`config.mk`:
```
export PLATFORM = sky130hd
export DESIGN_NAME = iorec_timer
export DESIGN_NICKNAME = d
export VERILOG_FILES = /design/src/rtl/iorec_pkg.sv /design/src/rtl/iorec_ctrl_reg.sv /design/src/rtl/iorec_need.sv /design/src/rtl/iorec_counter.sv /design/src/rtl/iorec_timer.sv
export SDC_FILE = /design/constraint.sdc
export NUM_CORES = 1
export LEC_CHECK = 0
export ABC_CLOCK_PERIOD_IN_PS = 2400
export CORE_UTILIZATION = 48
export CTS_CLUSTER_DIAMETER = 30
export DETAILED_ROUTE_END_ITERATION = 12
export GPL_TIMING_DRIVEN = 0
export PLACE_DENSITY = 0.78
export SLEW_MARGIN = 10
export SYNTH_ARGS = -nofsm -noshare
export SYNTH_HDL_FRONTEND = slang
export SYNTH_SLANG_ARGS = --single-unit
```
`constraint.sdc`:
```
create_clock -name clk -period 2.4 [get_ports clk]
set_input_delay 0.48 -clock clk [delete_from_list [all_inputs] [get_ports clk]]
set_output_delay 0.48 -clock clk [all_outputs]
set_load 0.05 [all_outputs]
```
`src/rtl/iorec_pkg.sv`:
```
package iorec_pkg;
  localparam int CODE8_W  = 3;
  localparam int CODE16_W = 2;

  typedef struct packed {
    logic                rsvd;
    logic                en8;
    logic [CODE8_W-1:0]  code8;
    logic                en16;
    logic [CODE16_W-1:0] code16;
  } ctrl_t;

  // extra clocks for an 8-bit code: zero code means the largest step
  function automatic int unsigned extra8(input logic [CODE8_W-1:0] c);
    return (c == '0) ? (1 << CODE8_W) : int'(c);
  endfunction

  // extra clocks for a 16-bit code: zero code means the largest step
  function automatic int unsigned extra16(input logic [CODE16_W-1:0] c);
    return (c == '0) ? (1 << CODE16_W) : int'(c);
  endfunction
endpackage

```
`src/rtl/iorec_ctrl_reg.sv`:
```
module iorec_ctrl_reg
  import iorec_pkg::*;
#(
  parameter logic [7:0] RESET_VAL = 8'h56
) (
  input  logic       clk,
  input  logic       rst_n,
  input  logic       wr_en,
  input  logic [7:0] wr_data,
  output ctrl_t      ctrl
);
  ctrl_t nxt;

  always_comb begin
    nxt      = ctrl_t'(wr_data);
    nxt.rsvd = 1'b0;
  end

  always_ff @(posedge clk) begin
    if (!rst_n) begin
      ctrl      <= ctrl_t'(RESET_VAL);
      ctrl.rsvd <= 1'b0;
    end else if (wr_en) begin
      ctrl <= nxt;
    end
  end
endmodule

```
`src/rtl/iorec_need.sv`:
```
module iorec_need
  import iorec_pkg::*;
#(
  parameter int BASE_CLKS = 5,
  parameter int CNT_W     = 4
) (
  input  ctrl_t              snap,
  input  logic               is16,
  output logic [CNT_W-1:0]   need
);
  int unsigned total;

  always_comb begin
    total = BASE_CLKS;
    if (is16) begin
      if (snap.en16) total = total + extra16(snap.code16);
    end else begin
      if (snap.en8)  total = total + extra8(snap.code8);
    end
    need = CNT_W'(total);
  end
endmodule

```
`src/rtl/iorec_counter.sv`:
```
module iorec_counter #(
  parameter int CNT_W = 4
) (
  input  logic             clk,
  input  logic             rst_n,
  input  logic             start,
  input  logic             launch,
  output logic             busy,
  output logic [CNT_W-1:0] cnt
);
  localparam logic [CNT_W-1:0] CNT_MAX = '1;

  always_ff @(posedge clk) begin
    if (!rst_n) begin
      busy <= 1'b0;
      cnt  <= '0;
    end else if (start) begin
      busy <= 1'b1;
      cnt  <= CNT_W'(1);
    end else if (launch) begin
      busy <= 1'b0;
      cnt  <= '0;
    end else if (busy && cnt != CNT_MAX) begin
      cnt <= cnt + 1'b1;
    end
  end
endmodule

```
`src/rtl/iorec_timer.sv`:
```
module iorec_timer
  import iorec_pkg::*;
#(
  parameter int         BASE_CLKS = 5,
  parameter logic [7:0] RESET_VAL = 8'h56,
  localparam int        MAX_NEED  = BASE_CLKS + (1 << CODE8_W),
  localparam int        CNT_W     = $clog2(MAX_NEED + 1)
) (
  input  logic       clk,
  input  logic       rst_n,
  input  logic       wr_en,
  input  logic [7:0] wr_data,
  output logic [7:0] ctrl_q,
  input  logic       cmd_n,
  input  logic       cyc_req,
  input  logic       cyc_is16,
  input  logic       cyc_sub,
  output logic       ready
);
  ctrl_t            ctrl;
  ctrl_t            rec_snap;
  logic             cmd_prev;
  logic             rec_start;
  logic             rec_launch;
  logic             rec_busy;
  logic [CNT_W-1:0] rec_cnt;
  logic [CNT_W-1:0] rec_need;

  iorec_ctrl_reg #(.RESET_VAL(RESET_VAL)) u_reg (
    .clk(clk), .rst_n(rst_n), .wr_en(wr_en), .wr_data(wr_data), .ctrl(ctrl)
  );

  assign ctrl_q = 8'(ctrl);

  always_ff @(posedge clk) begin
    if (!rst_n) begin
      cmd_prev <= 1'b1;
      rec_snap <= ctrl_t'(RESET_VAL);
    end else begin
      cmd_prev <= cmd_n;
      if (rec_start) rec_snap <= ctrl;
    end
  end

  assign rec_start = cmd_n & ~cmd_prev;

  iorec_need #(.BASE_CLKS(BASE_CLKS), .CNT_W(CNT_W)) u_need (
    .snap(rec_snap), .is16(cyc_is16), .need(rec_need)
  );

  assign ready      = ~rec_busy | cyc_sub | (rec_cnt >= rec_need);
  assign rec_launch = cyc_req & ready & rec_busy;

  iorec_counter #(.CNT_W(CNT_W)) u_cnt (
    .clk(clk), .rst_n(rst_n), .start(rec_start), .launch(rec_launch),
    .busy(rec_busy), .cnt(rec_cnt)
  );
endmodule

```
==> results of run 1 <==
area by class of cell:
| type | instances | area, µm² |
|---|---|---|
| fill | 176 | 604 |
| inverter | 6 | 22.5 |
| sequential | 20 | 404 |
| multi-input combinational | 82 | 596 |
| tap | 27 | 33.8 |
| buffer | 7 | 30.0 |
| clock buffer | 3 | 22.5 |
| timing repair buffer | 26 | 249 |
logic make-up after synthesis:
family	Yosys count	share of synthesized area
simple gates	49	0.226
flops	20	0.397
compound gates	13	0.118
buf+inv	13	0.0521
mux	10	0.0993
fa+ha+maj	7	0.0868
xor+xnor	2	0.0174
other cells	1	0.00372
path summary, 6_finish.rpt:
check	startpoint	to
max reg2reg	rec_snap[0]	u_cnt.cnt[0]
max	rec_snap[0]	ready
min	u_reg.ctrl[3]	rec_snap[3]
min reg2reg	u_reg.ctrl[3]	rec_snap[3]
cells in the final DEF (no fill, tap or decap), drive strengths merged, types with 2 or more instances in the layout:
cell and count:
ha 7, mux2i 10, dfxtp 20, nor2 5
o21ai 2, a2111oi 2, inv 6, clkbuf 9
clkdlybuf4s50 18, buf 8, nand3 4, nand2 25
nor2b 2, a21oi 4, nand2b 4, nor3 4
what timing repair did:
item,CTS,global route
gates cloned,0,0
pin swaps,3,4
gates resized for setup,13,7
endpoints found under the setup margin,1,1
buffers inserted,4,2
worst max-delay path: stages (launching register included):
cell and delay (ns):
dfxtp_2 0.36, inv_2 0.05, ha_4 0.23, nand3b_1 0.16, and2_4 0.16, ha_4 0.24, a2111oi_4 0.36, nand2_2 0.12
buf_8 0.16
stage by stage:
step / std cells / hold slack (ns) / instance area, µm²
6_report: 171 / 0.481 / 1360
3_3_place_gp: 162 / 0.460 / 1240
3_5_place_dp: 162 / 0.469 / 1240
4_1_cts: 169 / 0.481 / 1320
2_1_floorplan: 115 / 0.449 / 1010
5_1_grt: 171 / 0.509 / 1360
state kept, by name, indices dropped and copies added, names as in the netlist:
signal / flops
cmd_prev: 1
rec_snap: 7
u_cnt.busy: 1
u_cnt.cnt: 4
u_reg.ctrl: 7
report_power, final:
group	switching (µW)	internal, µW
Sequential	11.5	346
Combinational	74.4	64.4
Clock	91.2	58.3
Total	177	469
routing by layer:
layer,wire [µm],part of all wire,global-route usage,up-vias
met5,0,0,0,-
met4,38,0.017,0.0833,0
met3,64,0.029,0.0340,4
met2,1150,0.52,0.349,21
met1,971,0.44,0.256,412
li1,-,-,-,450
==> flow_metrics.py, run 1 <==
metrics = {
    "sta": {
        "fmax_mhz": 382,
        "setup_ws_ns": -0.219,
        "finalCritPeriodShare": 1.09,
        "finalHoldViolCount": 0,
        "finalSetupViolCount": 1,
        "rsz0062_at_grt": "yes",
        "fin_crit_ns": 2.62,
        "fin_skew_ns": 0.00177,
        "fin_setup_tns_ns": -0.219,
        "slew_violations": 0,
    },
    "outcome": {
        "failed_checks": "negative setup slack",
        "status": "finished, violations left",
    },
    "hold_path": {
        "min_path_type": "reg -> reg",
        "hold_depth": 2,
    },
    "layout": {
        "drive_above_1_share": 0.181,
        "diodes": 0,
        "area_growth_pct": 34.6,
        "fin_nets": 168,
        "post-route-util": 0.692,
    },
    "setup_path": {
        "endpoint_kind": "output port",
        "crit_type": "reg -> out",
        "r2r_cells": 9,
        "arrival_ns": 2.14,
        "cp_max_fo": 2,
        "start_kind": "flop",
        "ff2ff_setup_slack_ns": 0.19,
        "worstPathRequired_ns": 1.92,
    },
    "grt": {
        "grt_pass1_wl_mm": 3.15,
        "grt_pass1_vias": 743,
        "grt_usage": 0.205,
        "antenna_found_initial": 0,
        "grt_remaining_overflow": 0,
        "grt_max_degree": 11,
    },
    "detailed_routing": {
        "totalWireLength_mm": 2.23,
        "first_pass_iters": 4,
        "vias": 887,
        "vias_per_cell": 5.19,
        "drc": 0,
        "postRouteAntennaNets": 0,
        "wire_per_inst_um": 13.0,
        "drtIter0Drc": 18,
    },
    "clock_network": {
        "cts_buffers": 3,
        "cts-root-buf": "clkbuf_4",
        "cts_hold_buf": 0,
        "clock-sinks": 20,
        "cts_tree": "yes",
        "clkLatencyLatePin_ns": 0.29,
        "cts_max_level": 1,
        "clkTransAtPathRegs_ns": 0.10,
        "clk_path_buf_depth": 2,
    },
    "synth": {
        "yosys.area.top_type": "dfxtp_1",
        "synthArstFlopShare": 0,
        "ys_ff_latch": 20,
        "synthTopCellsByCount": "24 x nand2_1, 20 x dfxtp_1, 10 x mux2i_1",
        "synth_ff_type": "dfxtp_1",
        "yosysMostFrequentCell": "nand2_1",
        "synth.distinct_cells": 30,
        "synth_edf_count": 0,
        "netlist_top_cells_area": "dfxtp_1 40%, mux2i_1 9.9%, nand2_1 8.9%, ha_1 8.7%, a2111oi_4 2.7%",
        "postSynthCellCount": 115,
        "yosysWarnings": 0,
        "synth_nets": 137,
        "synth_area_per_cell_um2": 8.77,
        "netlist_area_um2": 1010,
        "yosysSeqAreaShare": 0.397,
        "synth.top_cell.area_share": 0.397,
    },
    "placement": {
        "place.gp.congestion": 0.754,
        "portBuffers": 20,
        "dp_slack_ns": -1.06,
        "dpl.hpwl_mm": 1.58,
    },
    "floorplan": {
        "start_util": 0.514,
        "die_h_um": 47.8,
        "row_count": 16,
        "die-area_um2": 2290,
        "ios": 24,
        "die_w_um": 47.8,
        "core_area_um2": 1960,
    },
    "power": {
        "p_per_area_nw_per_um2": 476,
        "power.leakage_uw": 0.000567,
        "vdd_drop_max_uv": 365,
        "p_total_uw": 646,
    },
    "run": {
        "maxCapViolCount": 0,
    },
}
No activity file was read; power rests on OpenSTA's default activity.
==> inputs of run 2 (changes only) <==
Settings changed: MAX_ROUTING_LAYER set to met4.
==> flow_metrics.py, run 2 (synthesis results as in run 1) <==
metrics = {
    "setup_path": {
        "cp_top_family": "adder cells",
        "endpoint_kind": "output port",
        "critPathBufInv": 2,
        "slowest_delay_ns": 0.36,
        "start_kind": "flop",
        "worstPathRequired_ns": 1.92,
        "cp_max_fo": 2,
        "crit_type": "reg -> out",
        "arrival_ns": 2.14,
        "crit_top_cell": "ha_4",
        "ff2ff_setup_slack_ns": 0.19,
        "path_cells": "inv_2, ha_4, nand3b_1, and2_4, ha_4, a2111oi_4, nand2_2, buf_8",
        "crit_slowest_cell": "dfxtp_2",
    },
    "floorplan": {
        "start_util": 0.514,
        "ios": 24,
        "die_w_um": 47.8,
        "die_h_um": 47.8,
        "die-area_um2": 2290,
        "row_count": 16,
        "core_area_um2": 1960,
    },
    "clock_network": {
        "clk_path_buf_depth": 2,
        "cts_hold_buf": 0,
        "clock-sinks": 20,
        "cts-root-buf": "clkbuf_4",
        "clkTransAtPathRegs_ns": 0.10,
        "cts_tree": "yes",
        "cts_buffers": 3,
        "clkLatencyLatePin_ns": 0.29,
        "cts_max_level": 1,
    },
    "layout": {
        "mostFrequentLayoutCells": "24 x nand2_1, 18 x clkdlybuf4s50_1, 17 x dfxtp_1, 10 x mux2i_1, 7 x buf_4",
        "diodes": 0,
        "final_common_cell": "nand2_1",
        "drive_above_1_share": 0.181,
        "reg_top3": "rec_snap: 7 flops, u_reg.ctrl: 7 flops, u_cnt.cnt: 4 flops",
        "area_growth_pct": 34.6,
        "fin_nets": 168,
        "post-route-util": 0.692,
    },
    "sta": {
        "rsz0062_at_grt": "yes",
        "fin_skew_ns": 0.00160,
        "finalSetupViolCount": 1,
        "slew_violations": 0,
        "fin_crit_ns": 2.62,
        "setup_ws_ns": -0.220,
        "finalCritPeriodShare": 1.09,
        "finalHoldViolCount": 0,
        "fmax_mhz": 382,
    },
    "grt": {
        "grt_pass1_wl_mm": 3.15,
        "grt_usage": 0.211,
        "busiest_layer": "met2",
        "grt_pass1_vias": 742,
        "grt_max_degree": 11,
        "grtUsageMet1": 0.256,
        "grt_remaining_overflow": 0,
        "grt_use_met3": 0.0340,
        "antenna_found_initial": 0,
        "met2_usage": 0.349,
    },
    "detailed_routing": {
        "vias_per_cell": 5.18,
        "totalWireLength_mm": 2.23,
        "drtIter0Drc": 18,
        "wire_per_inst_um": 13.0,
        "drc": 0,
        "vias": 885,
        "first_pass_iters": 4,
        "postRouteAntennaNets": 0,
    },
    "power": {
        "p_per_area_nw_per_um2": 476,
        "vdd_drop_max_uv": 365,
        "power.leakage_uw": 0.000567,
        "p_total_uw": 646,
    },
    "placement": {
        "place.gp.congestion": 0.764,
        "dpl.hpwl_mm": 1.58,
        "portBuffers": 20,
    },
    "outcome": {
        "status": "finished, violations left",
        "failed_checks": "negative setup slack",
    },
    "run": {
        "maxCapViolCount": 0,
    },
    "hold_path": {
        "min_path_type": "reg -> reg",
    },
}
[run 2: path summary, 6_finish.rpt]
kind	from	to	depth (start not counted)
setup / recovery	rec_snap[0]	ready	8
hold / removal	u_reg.ctrl[3]	rec_snap[3]	2
setup reg to reg	rec_snap[0]	u_cnt.cnt[0]	9
hold reg to reg	u_reg.ctrl[3]	rec_snap[3]	2
[run 2: worst register-to-register path, stage by stage, from the launching register on]
cell	delay, ns
dfxtp_2	0.36
inv_2	0.05
ha_4	0.23
nand3b_1	0.16
and2_4	0.16
ha_4	0.25
a2111oi_4	0.36
nand2_2	0.12
buf_4	0.16
a2111oi_2	0.28
[run 2: layout make-up]
type	count	area, µm²
well taps	27	33.8
clock buffers	3	22.5
plain buffers	7	30.0
fillers	176	604
inverters	6	22.5
multi-input cells	82	596
flip-flops and latches	20	404
repair buffers	26	249
[run 2: power breakdown]
part           total, µW  internal [µW]  leakage, µW  switching (µW)
registers            358            346     0.000164            11.6
clock network        150           58.3    0.0000138            91.3
logic                139           64.3     0.000389            74.2
total                646            469     0.000567             177
[run 2: what timing repair did]
item	in CTS	in global routing
endpoints found under the hold margin	0	0
setup buffers	4	2
setup endpoints to repair	1	1
pin swaps	3	4
resized for setup	13	7
[run 2: routing by layer]
| layer | routed length [µm] | vias to the layer above |
|---|---|---|
| met5 | 0 | - |
| met4 | 38 | 0 |
| met3 | 62 | 4 |
| met2 | 1150 | 21 |
| met1 | 973 | 409 |
| li1 | - | 451 |
[run 2: per-stage QoR]
step | instance area [µm²] | hold slack, ns | TNS, ns | cells | setup slack [ns]
after detailed placement | 1240 | 0.469 | -1.99 | 162 | -1.06
after global routing | 1360 | 0.509 | -0.309 | 171 | -0.309
final | 1360 | 0.481 | -0.220 | 171 | -0.220
after CTS | 1320 | 0.481 | -0.292 | 169 | -0.292
after global placement | 1240 | 0.460 | -1.56 | 162 | -1.01
after floorplan | 1010 | 0.449 | 0 | 115 | 0.0682
